<file path="src/rtl/bnn_pkg.sv">
package bnn_pkg;
   typedef enum logic {
      BUF_A = 1'b0,
      BUF_B = 1'b1
   } buf_id_e;

   localparam int unsigned NUM_BUFS = 2;
endpackage

</file>
<file path="src/rtl/bnn_seq.sv">
module bnn_seq #(
   parameter int unsigned CNT_W   = 10,
   parameter int unsigned LAYER_W = 2,
   parameter int unsigned SEL_W   = 3
) (
   input  logic             clk,
   input  logic             rst_n,
   input  logic             step,
   input  logic [CNT_W-1:0] fan_in,
   input  logic [CNT_W-1:0] layer_nodes,
   output logic             step_eff,
   output logic             node_done,
   output logic             settle,
   output logic             flush,
   output logic             rd_sel,
   output logic [CNT_W-1:0] wcnt,
   output logic [CNT_W-1:0] ncnt
);
   localparam logic [CNT_W-1:0] ONE = CNT_W'(1);

   logic [CNT_W-1:0]   wcnt_q;
   logic [CNT_W-1:0]   ncnt_q;
   logic [CNT_W-1:0]   ncnt_nx;
   logic [LAYER_W-1:0] layer_q;
   logic               settle_q;
   logic               flush_q;
   logic               layer_done;

   assign step_eff   = step & ~settle_q;
   assign node_done  = step_eff && (wcnt_q == fan_in - ONE);
   assign layer_done = node_done && (ncnt_q == layer_nodes - ONE);
   assign ncnt_nx    = layer_done ? '0 : ncnt_q + ONE;

   always_ff @(posedge clk) begin
      if (!rst_n) begin
         wcnt_q   <= '0;
         ncnt_q   <= '0;
         layer_q  <= '0;
         settle_q <= 1'b0;
         flush_q  <= 1'b0;
      end else begin
         settle_q <= node_done;
         flush_q  <= node_done && (ncnt_nx[SEL_W-1:0] == '0);
         if (step_eff) begin
            if (node_done) wcnt_q <= '0;
            else           wcnt_q <= wcnt_q + ONE;
         end
         if (node_done)  ncnt_q  <= ncnt_nx;
         if (layer_done) layer_q <= layer_q + LAYER_W'(1);
      end
   end

   assign settle = settle_q;
   assign flush  = flush_q;
   assign rd_sel = layer_q[0];
   assign wcnt   = wcnt_q;
   assign ncnt   = ncnt_q;
endmodule

</file>
<file path="src/rtl/bnn_mac.sv">
module bnn_mac #(
   parameter int unsigned ACC_W    = 10,
   parameter bit          SATURATE = 1'b1
) (
   input  logic             clk,
   input  logic             rst_n,
   input  logic             step_eff,
   input  logic             clear,
   input  logic             weight_bit,
   input  logic             act_bit,
   output logic             sign_bit,
   output logic [ACC_W-1:0] acc
);
   localparam logic [ACC_W-1:0] ACC_MAX = {1'b0, {(ACC_W-1){1'b1}}};
   localparam logic [ACC_W-1:0] ACC_MIN = {1'b1, {(ACC_W-1){1'b0}}};
   localparam logic [ACC_W-1:0] ONE     = ACC_W'(1);

   logic             match;
   logic [ACC_W-1:0] acc_q;
   logic [ACC_W-1:0] acc_step;
   logic [ACC_W-1:0] acc_nx;

   assign match = ~(weight_bit ^ act_bit);

   generate
      if (SATURATE) begin : g_sat
         always_comb begin
            if (match) acc_step = (acc_q == ACC_MAX) ? acc_q : acc_q + ONE;
            else       acc_step = (acc_q == ACC_MIN) ? acc_q : acc_q - ONE;
         end
      end else begin : g_wrap
         assign acc_step = match ? acc_q + ONE : acc_q - ONE;
      end
   endgenerate

   assign acc_nx   = step_eff ? acc_step : acc_q;
   assign sign_bit = ~acc_nx[ACC_W-1];

   always_ff @(posedge clk) begin
      if (!rst_n)     acc_q <= '0;
      else if (clear) acc_q <= '0;
      else            acc_q <= acc_nx;
   end

   assign acc = acc_q;
endmodule

</file>
<file path="src/rtl/bnn_packer.sv">
module bnn_packer #(
   parameter int unsigned BYTE_W = 8
) (
   input  logic              clk,
   input  logic              rst_n,
   input  logic              shift_en,
   input  logic              bit_in,
   output logic [BYTE_W-1:0] wdata
);
   logic [BYTE_W-1:0] sreg_q;

   always_ff @(posedge clk) begin
      if (!rst_n)        sreg_q <= '0;
      else if (shift_en) sreg_q <= {sreg_q[BYTE_W-2:0], bit_in};
   end

   // oldest bit sits at the top of the register; flip so it lands in bit 0
   for (genvar i = 0; i < BYTE_W; i++) begin : g_rev
      assign wdata[i] = sreg_q[BYTE_W-1-i];
   end
endmodule

</file>
<file path="src/rtl/bnn_port_sel.sv">
module bnn_port_sel #(
   parameter int unsigned ADDR_W = 7,
   parameter bit          BUF_ID = 1'b0
) (
   input  logic              rd_sel_d,
   input  logic              flush,
   input  logic [ADDR_W-1:0] rd_addr,
   input  logic [ADDR_W-1:0] wr_addr,
   output logic [ADDR_W-1:0] addr,
   output logic              we
);
   logic reading;

   assign reading = (rd_sel_d == BUF_ID);
   assign addr    = reading ? rd_addr : wr_addr;
   assign we      = flush & ~reading;
endmodule

</file>
<file path="src/rtl/bnn_neuron_pingpong.sv">
module bnn_neuron_pingpong #(
   parameter int unsigned CNT_W    = 10,
   parameter int unsigned ACC_W    = 10,
   parameter int unsigned BYTE_W   = 8,
   parameter int unsigned LAYER_W  = 2,
   parameter bit          SATURATE = 1'b1,
   localparam int unsigned SEL_W   = $clog2(BYTE_W),
   localparam int unsigned ADDR_W  = CNT_W - SEL_W
) (
   input  logic              clk,
   input  logic              rst_n,
   input  logic              step,
   input  logic              weight_bit,
   input  logic [CNT_W-1:0]  fan_in,
   input  logic [CNT_W-1:0]  layer_nodes,
   input  logic [BYTE_W-1:0] rd_data_a,
   input  logic [BYTE_W-1:0] rd_data_b,
   output logic [ADDR_W-1:0] addr_a,
   output logic [ADDR_W-1:0] addr_b,
   output logic [BYTE_W-1:0] wdata_a,
   output logic [BYTE_W-1:0] wdata_b,
   output logic              we_a,
   output logic              we_b
);
   import bnn_pkg::*;

   generate
      if (BYTE_W < 2 || (BYTE_W & (BYTE_W - 1)) != 0) begin : g_bad_byte
         $error("BYTE_W must be a power of two, at least 2");
      end
      if (CNT_W <= SEL_W) begin : g_bad_cnt
         $error("CNT_W must exceed log2(BYTE_W)");
      end
      if (ACC_W < 2) begin : g_bad_acc
         $error("ACC_W must be at least 2");
      end
      if (LAYER_W < 1) begin : g_bad_layer
         $error("LAYER_W must be at least 1");
      end
   endgenerate

   logic              step_eff;
   logic              node_done;
   logic              settle;
   logic              flush;
   logic              rd_sel;
   logic              rd_sel_d;
   logic [CNT_W-1:0]  wcnt;
   logic [CNT_W-1:0]  ncnt;
   logic [ADDR_W-1:0] rd_addr;
   logic [ADDR_W-1:0] wr_addr_q;
   logic [BYTE_W-1:0] rd_byte;
   logic              act_bit;
   logic              sign_bit;
   logic [ACC_W-1:0]  acc_val;

   bnn_seq #(.CNT_W(CNT_W), .LAYER_W(LAYER_W), .SEL_W(SEL_W)) u_seq (
      .clk         (clk),
      .rst_n       (rst_n),
      .step        (step),
      .fan_in      (fan_in),
      .layer_nodes (layer_nodes),
      .step_eff    (step_eff),
      .node_done   (node_done),
      .settle      (settle),
      .flush       (flush),
      .rd_sel      (rd_sel),
      .wcnt        (wcnt),
      .ncnt        (ncnt)
   );

   assign rd_byte = (rd_sel == BUF_B) ? rd_data_b : rd_data_a;
   assign act_bit = rd_byte[wcnt[SEL_W-1:0]];
   assign rd_addr = wcnt[CNT_W-1:SEL_W];

   bnn_mac #(.ACC_W(ACC_W), .SATURATE(SATURATE)) u_mac (
      .clk        (clk),
      .rst_n      (rst_n),
      .step_eff   (step_eff),
      .clear      (settle),
      .weight_bit (weight_bit),
      .act_bit    (act_bit),
      .sign_bit   (sign_bit),
      .acc        (acc_val)
   );

   always_ff @(posedge clk) begin
      if (!rst_n) begin
         rd_sel_d  <= 1'b0;
         wr_addr_q <= '0;
      end else begin
         rd_sel_d  <= rd_sel;
         wr_addr_q <= ncnt[CNT_W-1:SEL_W];
      end
   end

   logic [ADDR_W-1:0] addr_v  [NUM_BUFS];
   logic [BYTE_W-1:0] wdata_v [NUM_BUFS];
   logic              we_v    [NUM_BUFS];

   for (genvar b = 0; b < NUM_BUFS; b++) begin : g_buf
      bnn_packer #(.BYTE_W(BYTE_W)) u_pack (
         .clk      (clk),
         .rst_n    (rst_n),
         .shift_en (node_done && (rd_sel != 1'(b))),
         .bit_in   (sign_bit),
         .wdata    (wdata_v[b])
      );
      bnn_port_sel #(.ADDR_W(ADDR_W), .BUF_ID(1'(b))) u_sel (
         .rd_sel_d (rd_sel_d),
         .flush    (flush),
         .rd_addr  (rd_addr),
         .wr_addr  (wr_addr_q),
         .addr     (addr_v[b]),
         .we       (we_v[b])
      );
   end

   assign addr_a  = addr_v[0];
   assign addr_b  = addr_v[1];
   assign wdata_a = wdata_v[0];
   assign wdata_b = wdata_v[1];
   assign we_a    = we_v[0];
   assign we_b    = we_v[1];
endmodule

</file>
<file path="config.mk">
export PLATFORM = sky130hd
export DESIGN_NAME = bnn_neuron_pingpong
export DESIGN_NICKNAME = d
export VERILOG_FILES = /design/src/rtl/bnn_pkg.sv /design/src/rtl/bnn_seq.sv /design/src/rtl/bnn_mac.sv /design/src/rtl/bnn_packer.sv /design/src/rtl/bnn_port_sel.sv /design/src/rtl/bnn_neuron_pingpong.sv
export SDC_FILE = /design/constraint.sdc
export NUM_CORES = 1
export LEC_CHECK = 0
export ABC_AREA = 1
export BUFFER_PORTS_ARGS = -buffer_cell sky130_fd_sc_hd__buf_2
export CAP_MARGIN = 20
export CORE_ASPECT_RATIO = 0.5
export CORE_MARGIN = 1
export CORE_UTILIZATION = 46
export CTS_BUF_LIST = sky130_fd_sc_hd__clkbuf_4
export DETAILED_ROUTE_END_ITERATION = 10
export PLACE_DENSITY_LB_ADDON = 0.08
export SYNTH_ARGS = -nofsm -noshare
export SYNTH_HDL_FRONTEND = slang
export SYNTH_SLANG_ARGS = --single-unit
</file>
<file path="constraint.sdc">
create_clock -name clk -period 2 [get_ports clk]
set_input_delay 0.5 -clock clk [delete_from_list [all_inputs] [get_ports clk]]
set_output_delay 0.5 -clock clk [all_outputs]
set_load 0.03 [all_outputs]
</file>
==> metrics, run 1 <==
outcome finished, final reports clean; Max Cap Viol 0; Crit Path Max Fanout 6; CTS max path bufs 2; Slew headroom around 47%; critical path class input port to flip-flop; RePlAce Congestion between 0.9 and 1; Storage cell area between 1000 and 1500 µm²; pin count of the biggest net entering global routing 31; XOR/XNOR Fraction of Synth Area 6.65%; Mapped Area approximately 4200 µm²; GRT Resource Usage Total about 26%; mux share of post-synthesis cell area 0%; clock skew 20.1 ps; Die X around 140 µm; critical path launch point type input port; Vias/cell 4.91; I/O Buffers between 70 and 80; FF+latch count, synth between 50 and 60; Yosys cell types 28; Die ar. 9570 µm²; Syn-to-layout area delta 29.5%; Post-CTS Hold Buffers 0; Post-DP HPWL 9.24 mm; final setup violation count 0; RSZ-0062 raised after global routing yes; ANT cells 0; routed via count between 4000 and 5000; PwrDens 520 nW/µm²; clock-pin slew on the worst setup and hold paths between 100 and 150 ps; CTS tree yes; adder-cell share of the synthesized area around 1.8%; Ys Warns 0; Core Box Area a little under 9000 µm²; Max Freq about 0.5 GHz; Slew @ Worst Pin 797 ps; Max IR drop VDD just over 0.3 mV; mean area per synthesized cell 5.89 µm²; Final ANT Viol Nets 0; clk_lat worst skew ~430 ps; GR peak layer met2; Starting Density about 48%; P_leak around 2.9 nW; final wirelength 11.8 mm; GR Overflow Total 0; Crit. End Element flip-flop; htree depth 3; DRT Pass-1 Iters 5; number of global-route vias before repair 4147; postcts setup bufs 0; Total Power about 2.8 mW; Cells after Synth about 720; initial antenna violation count 0; top cell type by total area after synthesis dfxtp_1; synth top area cells dfxtp_1 (27%), nand2_1 (17%), nor2_1 (11%); Slew Viols, Final 0; Num Clock Sinks 57; top-area cell type share of the netlist area approximately 27%; Simple-Gate Fraction of Synth Area between 40% and 50%; hold slack 476 ps; Die Span Y about 70 µm; global-route track usage on met2 slightly below 40%; # rows 24; Hold Crit Class flip-flop to flip-flop; Final Cycle Share a little over nine tenths; share of the yosys chip area belonging to registers a little over a quarter; share of cells above drive strength 1 a little under a quarter; DRC Markers 0; clock root buffer clkbuf_4; Global Route met3 Usage 5.77%; minimum clock period approximately 1900 ps; first-pass GRT wire length ~19 mm; CP arrival between 2000 and 2500 ps; complex-gate fraction of the synthesized area just over 7%; # fillers 872; First DRT Iteration DRCs around 270; CP required 2310 ps; largest family of logic cells by synthesized area simple AND/OR/NAND/NOR gates; fin nets around 900; footprint of the multi-input gates approximately 2700 µm²; met1 Usage GRT a little over a third; post-CTS sizing 0; total nets after synthesis between 700 and 800; wire length per cell around 12 µm; final hold violation count 0; io pins 72; clock buffers created by TritonCTS 9
==> stage by stage <==
stage	cell area (µm²)	setup TNS, ps	worst slack (ps)	util (%)	cells
6_report	5460	0	54.9	62.0	979
5_1_grt	5460	-162	-68.1	62.0	979
4_1_cts	5380	0	28.9	61.1	978
3_5_place_dp	5220	-11800	-390	59.3	962
3_3_place_gp	5220	-9810	-350	59.3	962
2_1_floorplan	4240	0	11.9	-	716
==> power breakdown <==
group	total, mW	leakage [nW]	internal (mW)	switching (mW)
registers	1.19	0.464	1.16	0.0316
logic	0.640	2.32	0.278	0.362
clock network	1.01	0.0839	0.506	0.504
==> cells in the final DEF, fill, tap and decap left out, types with 3 or more instances in the layout <==
cell and instances:
nor2_4 6, inv_1 100, inv_2 4, dfxtp_1 52
nor2_1 120, nand4_1 18, o21ai_0 37, nor2_2 5
xor2_1 23, a21oi_1 17, clkbuf_4 9, buf_4 69
nand3_2 9, nand2_2 6, ha_1 4, nand3_1 69
dfxtp_2 5, buf_2 69, o21ai_1 3, nand2_1 188
nor3_1 15, xnor2_1 8
==> metal layers <==
metal,routed length (µm),vias up
met5,0,-
met4,128,0
met3,717,11
met2,4990,130
met1,5960,2124
li1,-,2545
==> layout make-up <==
cell class / count / area share (%)
repair buffers: 140 / 16.5
flip-flops and latches: 57 / 21.0
inverters: 106 / 7.40
multi-input cells: 543 / 49.4
clock buffers: 9 / 1.24
clock inverters: 7 / 1.72
well taps: 117 / 2.68
==> kinds of logic (layout without fill, tap and decap cells) <==
logic type / Yosys count / after routing
DFF: 57 / 57
adders and majority gates: 6 / 6
and+or+nand+nor: 445 / 446
buffers and inverters: 117 / 262
xor gates and xnor gates: 32 / 32
AOI/OAI and AO/OA: 59 / 59
==> Yosys cell counts, drive strengths merged <==
master / instances
nand2: 194
nor2: 131
inv: 106
nand3: 79
dfxtp: 57
o21ai: 40
xor2: 24
nand4: 18
a21oi: 17
nor3: 16
clkbuf: 8
xnor2: 8
ha: 6
buf: 3
nand3b: 2
nor3b: 2
nor4: 2
a31oi: 1
and3: 1
o21bai: 1
==> worst max-delay path: stages <==
cell and delay [ps]:
buf_2 100, inv_1 90, ha_4 150, nand2_1 90
nor2_2 160, nand2_1 110, nand2_1 80, nand2_1 50
nor2_1 120, nand2_1 110, nor2_4 200, nor2_1 80
buf_4 150, buf_4 150, nand2_1 60, nand2_1 50
==> worst paths after layout <==
path | start | end | slack [ps] | depth (start not counted)
setup / recovery | fan_in[1] | u_seq.ncnt[0]$_SDFFE_PN0N_ | 50 | 16
hold / removal | u_seq.ncnt[7]$_SDFFE_PN0N_ | wr_addr_q[4]$_SDFF_PN0_ | 480 | 2
setup reg to reg | u_seq.wcnt[3]$_SDFFE_PN0P_ | u_seq.ncnt[0]$_SDFFE_PN0N_ | 140 | 13
hold reg to reg | u_seq.ncnt[7]$_SDFFE_PN0N_ | wr_addr_q[4]$_SDFF_PN0_ | 480 | 2
==> registers in the layout, indices dropped and copies added, names as in the netlist <==
register	count
u_seq.wcnt	10
rd_sel_d	1
u_seq.flush	1
u_seq.layer_q	1
u_seq.ncnt	10
g_buf.u_pack.sreg_q	16
wr_addr_q	7
u_mac.acc	10
u_seq.settle	1
Note: power is estimated with default switching activity, not from simulation.
==> run 2, diff against run 1 <==
--- a/config.mk
+++ b/config.mk
@@ -14,6 +14,7 @@
 export CTS_BUF_LIST = sky130_fd_sc_hd__clkbuf_4
 export DETAILED_ROUTE_END_ITERATION = 10
 export PLACE_DENSITY_LB_ADDON = 0.08
+export REMOVE_ABC_BUFFERS = 1
 export SYNTH_ARGS = -nofsm -noshare
 export SYNTH_HDL_FRONTEND = slang
 export SYNTH_SLANG_ARGS = --single-unit
==> constraint.sdc (replaced) <==
create_clock -name clk -period 2 [get_ports clk]
set_input_delay 0.5 -clock clk [delete_from_list [all_inputs] [get_ports clk]]
set_output_delay 0.5 -clock clk [all_outputs]
set_load 0.05 [all_outputs]
==> run 2 against run 1 <==
  * Non-clock buffer count did not move
  * Die area stayed put
  * Highest routed layer unchanged
  * Largest power group unchanged
  * Final cell count unchanged
  * Critical endpoint is now addr_a[5]
==> metrics, run 2 (synthesis results as in run 1) <==
RSZ-0062 raised after global routing yes (unchanged); CTS max path bufs 2 (unchanged); Starting Density 47.9% (unchanged); number of global-route vias before repair 4344 (was 4147); DRT Pass-1 Iters 5 (unchanged); non-filler cells, final 979 (unchanged); Hold Crit Class flip-flop to flip-flop (unchanged); clk_lat worst skew 410 ps (was 430 ps); Final WS setup 67.5 ps (was 54.9 ps); critical path class flip-flop to primary output (was input port to flip-flop); GRT Resource Usage Total 26.0% (was 25.7%); Vias/cell 4.95 (was 4.91); Crit. End Element primary output (was flip-flop); RePlAce Congestion 0.934 (was 0.919); clock-pin slew on the worst setup and hold paths 120 ps (was 110 ps); commonest non-fill, non-tap cell in the layout nand2_1 (unchanged); Worst Hold Endpoint wr_addr_q[0]$_SDFF_PN0_ (was wr_addr_q[4]$_SDFF_PN0_); dpl ws -410 ps (was -390 ps); Syn-to-layout area delta 29.3% (was 29.5%); Slew @ Worst Pin 741 ps (was 797 ps); Total Power 2.57 mW (was 2.84 mW); P_leak 2.84 nW (was 2.87 nW); PwrDens 472 nW/µm² (was 520 nW/µm²); Post-DP HPWL 9.23 mm (was 9.24 mm); Core Box Area 8800 µm² (unchanged); clock buffers created by TritonCTS 9 (unchanged); # rows 24 (unchanged); initial antenna violation count 0 (unchanged); # fillers 901 (was 872); minimum clock period 1930 ps (was 1950 ps); Hold Crit Depth 2 (unchanged); Slew Viols, Final 0 (unchanged); hold slack 493 ps (was 476 ps); wire length per cell 12.1 µm (was 12.0 µm); io pins 72 (unchanged); GR Overflow Total 0 (unchanged); Max Cap Viol 0 (unchanged); outcome finished, final reports clean (unchanged); Crit Path Max Fanout 4 (was 6); setup slack, reg-to-reg 170 ps (was 140 ps); Num Clock Sinks 57 (unchanged); I/O Buffers 71 (unchanged); reg-to-reg critical path startpoint u_mac.acc[0]$_SDFFE_PP0P_ (was u_seq.wcnt[3]$_SDFFE_PN0P_); share of cells above drive strength 1 24.1% (was 23.2%); clock root buffer clkbuf_4 (unchanged); htree depth 3 (unchanged); first-pass GRT wire length 19.8 mm (was 19.1 mm); final wirelength 11.8 mm (about the same); Die Span Y 69.7 µm (unchanged); clock skew 19.8 ps (was 20.1 ps); routed via count 4844 (was 4810); First DRT Iteration DRCs 286 (was 268); r2r endpoint u_mac.acc[5]$_SDFFE_PP0P_ (was u_seq.ncnt[0]$_SDFFE_PN0N_); max reg flops 16 (unchanged); Final ANT Viol Nets 0 (unchanged); Die X 137 µm (unchanged); pin count of the biggest net entering global routing 31 (unchanged); ANT cells 0 (unchanged); beginning of the worst hold path u_seq.ncnt[3]$_SDFFE_PN0N_ (was u_seq.ncnt[7]$_SDFFE_PN0N_); CTS tree yes (unchanged); fin nets 903 (unchanged); Cells after DPL 959 (was 962); Biggest register g_buf.u_pack.sreg_q (unchanged); Post-CTS Hold Buffers 0 (unchanged); commonest non-fill, non-tap cells in the layout nand2_1 (186), nor2_1 (116), inv_1 (97), buf_4 (73), nand3_1 (68) (was nand2_1 (188), nor2_1 (120), inv_1 (100)); Max Freq 0.517 GHz (was 0.514 GHz); DRC Markers 0 (unchanged); Final Cycle Share 96.6% (was 97.3%); final hold violation count 0 (unchanged); CP arrival 1430 ps (was 2260 ps); CP required 1500 ps (was 2310 ps); Slew headroom 50.4% (was 46.7%); critical path launch point type flip-flop (was input port); FF-to-FF path depth 11 (was 13); Max IR drop VDD 0.319 mV (was 0.312 mV); final setup violation count 0 (unchanged); Die ar. 9570 µm² (unchanged)
==> run 2: cell count changes in the layout (fill, tap and decap cells not counted), moves of 3 or more <==
cell,before,now
buf_2,69,61
buf_4,69,73
clkbuf_4,9,13
inv_1,100,97
inv_2,4,7
nor2_1,120,116
==> run 2: per-stage QoR <==
stage | util [%] | TNS (ps) | area (µm²)
floorplan | - | -2800 | 4160
CTS | 60.0 | 0 | 5280
global placement | 58.6 | -11470 | 5150
detailed placement | 58.6 | -13550 | 5150
global route | 62.0 | -138 | 5450
finish | 62.0 | 0 | 5450
==> run 2: layout make-up <==
class	count	area [µm²]	share of cell area, %
multi-input cells	543	2720	50.0
flip-flops and latches	57	1150	21.0
repair buffers	140	915	16.8
inverters	106	405	7.44
well taps	117	146	2.69
clock buffers	9	67.6	1.24
clock inverters	7	47.5	0.872
==> run 2: layer usage <==
layer  track usage (%)  up-vias  part of all wire, %
met5                 0        -                    0
met1              36.5     2144                   48
met4              5.13        0                 0.83
li1                  -     2535                    -
met2              40.9      156                   44
met3              5.19        9                  7.5
==> run 2: worst max-delay path by stage <==
stage	from	endpoint	slack, ps	depth (start not counted)
floorplan	rd_sel_d$_SDFF_PN0_	addr_a[0]	-190	1
finish	u_seq.wcnt[8]$_SDFFE_PN0P_	addr_a[5]	70	4
CTS	fan_in[0]	u_seq.ncnt[1]$_SDFFE_PN0N_	10	16
detailed placement	fan_in[0]	u_seq.ncnt[1]$_SDFFE_PN0N_	-410	16
global route	fan_in[0]	u_seq.ncnt[0]$_SDFFE_PN0N_	-50	16
global placement	fan_in[0]	g_buf[1].u_pack.sreg_q[0]$_SDFFE_PN0P_	-340	14
==> run 2: report_power, final <==
part / total, mW / switching (mW) / internal [mW]
registers: 1.19 / 0.0327 / 1.16
logic: 0.639 / 0.363 / 0.277
clock network: 0.741 / 0.489 / 0.252
total: 2.57 / 0.885 / 1.69
==> run 2: what timing repair did <==
item	4_1_cts	5_1_grt
setup buffers	0	3
gates cloned	0	1
pin swaps	0	7
endpoints found under the setup margin	8	53
gates resized for setup	4	48
==> run 2: worst max-delay path, stage by stage, from the launching register on <==
cell and delay (ps):
dfxtp_1 370, buf_4 150, inv_1 80, o21ai_0 140
buf_2 280
==> run 3, diff against run 2 <==
--- a/config.mk
+++ b/config.mk
@@ -10,7 +10,7 @@
 export CAP_MARGIN = 20
 export CORE_ASPECT_RATIO = 0.5
 export CORE_MARGIN = 1
-export CORE_UTILIZATION = 46
+export CORE_UTILIZATION = 50
 export CTS_BUF_LIST = sky130_fd_sc_hd__clkbuf_4
 export DETAILED_ROUTE_END_ITERATION = 10
 export PLACE_DENSITY_LB_ADDON = 0.08
==> run 3 against run 2 <==
  * Wire length up 0.10%
  * Worst hold slack worse by 11 ps
  * Highest routed layer unchanged
  * Die area down 7.8%
  * Via count up 2.0%
  * Largest power group unchanged
  * Global-route usage up 1.5 points
==> metrics, run 3 (synthesis results as in run 1) <==
Post-CTS Hold Buffers 0 (unchanged); Crit Path Max Fanout 5 (was 4); share of cells above drive strength 1 23.1% (was 24.1%); pin count of the biggest net entering global routing 31 (unchanged); # rows 23 (was 24); Vias/cell 5.09 (was 4.95); final hold violation count 0 (unchanged); RePlAce Congestion 0.924 (was 0.934); max reg flops 16 (unchanged); Core Box Area 8090 µm² (was 8800 µm²); clock skew 16.1 ps (was 19.8 ps); Max IR drop VDD 0.273 mV (was 0.319 mV); io pins 72 (unchanged); first-pass GRT wire length 19.1 mm (was 19.8 mm); non-filler cells, final 970 (was 979); critical path class flip-flop to primary output (unchanged); commonest non-fill, non-tap cell in the layout nand2_1 (unchanged); initial antenna violation count 0 (unchanged); Crit. End Element primary output (unchanged); Cells after DPL 950 (was 959); CP required 1500 ps (about the same); Max Cap Viol 0 (unchanged); Slew @ Worst Pin 736 ps (was 741 ps); wire length per cell 12.2 µm (was 12.1 µm); CP arrival 1430 ps (about the same); Slew headroom 50.8% (was 50.4%); Post-DP HPWL 9.13 mm (was 9.23 mm); Starting Density 52.1% (was 47.9%); Die Span Y 66.9 µm (was 69.7 µm); ANT cells 0 (unchanged); minimum clock period 1930 ps (about the same); DRC Markers 0 (unchanged); clock-pin slew on the worst setup and hold paths 120 ps (about the same); Slew Viols, Final 0 (unchanged); PwrDens 528 nW/µm² (was 472 nW/µm²); number of global-route vias before repair 4175 (was 4344); P_leak 2.86 nW (was 2.84 nW); Hold Crit Class input port to flip-flop (was flip-flop to flip-flop); dpl ws -418 ps (was -410 ps); fin nets 899 (was 903); Final Cycle Share 96.7% (was 96.6%); commonest non-fill, non-tap cells in the layout nand2_1 (185), nor2_1 (120), inv_1 (102), buf_4 (72), nand3_1 (69) (was nand2_1 (186), nor2_1 (116), inv_1 (97), buf_4 (73), nand3_1 (68)); htree depth 3 (unchanged); Final WS setup 65.2 ps (was 67.5 ps); clock root buffer clkbuf_4 (unchanged); I/O Buffers 71 (unchanged); CTS max path bufs 2 (unchanged); CTS tree yes (unchanged); Num Clock Sinks 57 (unchanged); Final ANT Viol Nets 0 (unchanged); final wirelength 11.9 mm (was 11.8 mm); Total Power 2.88 mW (was 2.57 mW); routed via count 4941 (was 4844); # fillers 785 (was 901); GRT Resource Usage Total 27.4% (was 26.0%); setup TNS 0 ps (unchanged); Syn-to-layout area delta 29.6% (was 29.3%); critical path launch point type flip-flop (unchanged); clock buffers created by TritonCTS 9 (unchanged); outcome finished, final reports clean (unchanged); hold slack 482 ps (was 493 ps); First DRT Iteration DRCs 373 (was 286); Max Freq 0.517 GHz (about the same); GR Overflow Total 0 (unchanged); Biggest register g_buf.u_pack.sreg_q (unchanged); Die ar. 8820 µm² (was 9570 µm²); final setup violation count 0 (unchanged); Die X 132 µm (was 137 µm); DRT Pass-1 Iters 7 (was 5); clk_lat worst skew 440 ps (was 410 ps)
-- run 3: final timing paths --
check,from,endpoint,slack [ps],depth (start not counted)
worst max-delay path,u_seq.wcnt[6]$_SDFFE_PN0P_,addr_a[3],70,3
worst min-delay path,rst_n,g_buf[1].u_pack.sreg_q[0]$_SDFFE_PN0P_,480,5
worst max register to register,u_seq.wcnt[3]$_SDFFE_PN0P_,g_buf[1].u_pack.sreg_q[7]$_SDFFE_PN0P_,170,12
worst min register to register,g_buf[1].u_pack.sreg_q[7]$_SDFFE_PN0P_,g_buf[1].u_pack.sreg_q[7]$_SDFFE_PN0P_,490,2
-- run 3: critical path, cell delays in order, from the launching register on --
cell	delay (ps)
dfxtp_1	430
inv_1	150
o21ai_0	190
buf_4	230
-- run 3: final cells by class --
type                    instances  area [µm²]  area share [%]
multi-input cells             543        2720            49.9
inverters                     106         398            7.29
clock buffers                   9        67.6            1.24
flip-flops and latches         57        1150            21.1
repair buffers                136         881            16.1
well taps                     112         140            2.57
clock inverters                 7         103            1.88
-- run 3: metal layers --
| metal | vias up | part of all wire (%) | global-route usage (%) |
|---|---|---|---|
| li1 | 2540 | - | - |
| met1 | 2223 | 47 | 36.3 |
| met2 | 167 | 44 | 46.2 |
| met3 | 11 | 7.5 | 5.94 |
| met4 | 0 | 0.76 | 5.52 |
| met5 | - | 0 | 0 |
-- run 3: power by group --
part	internal, mW	total (mW)	leakage, nW	switching (mW)
Combinational	0.271	0.636	2.31	0.364
Clock	0.519	1.05	0.0871	0.536
Sequential	1.16	1.19	0.465	0.0324
-- run 3: repair_timing --
item / 4_1_cts / 5_1_grt
pin swaps: 0 / 9
setup endpoints to repair: 6 / 50
hold endpoints to repair: 0 / 0
gates cloned: 0 / 1
gates resized for setup: 7 / 40
buffers inserted: 0 / 3
-- run 3: stage by stage --
stage	cell area (µm²)	util (%)
3_3_place_gp	5120	63.3
3_5_place_dp	5120	63.3
2_1_floorplan	4160	-
5_1_grt	5460	67.5
6_report	5460	67.5
4_1_cts	5310	65.6
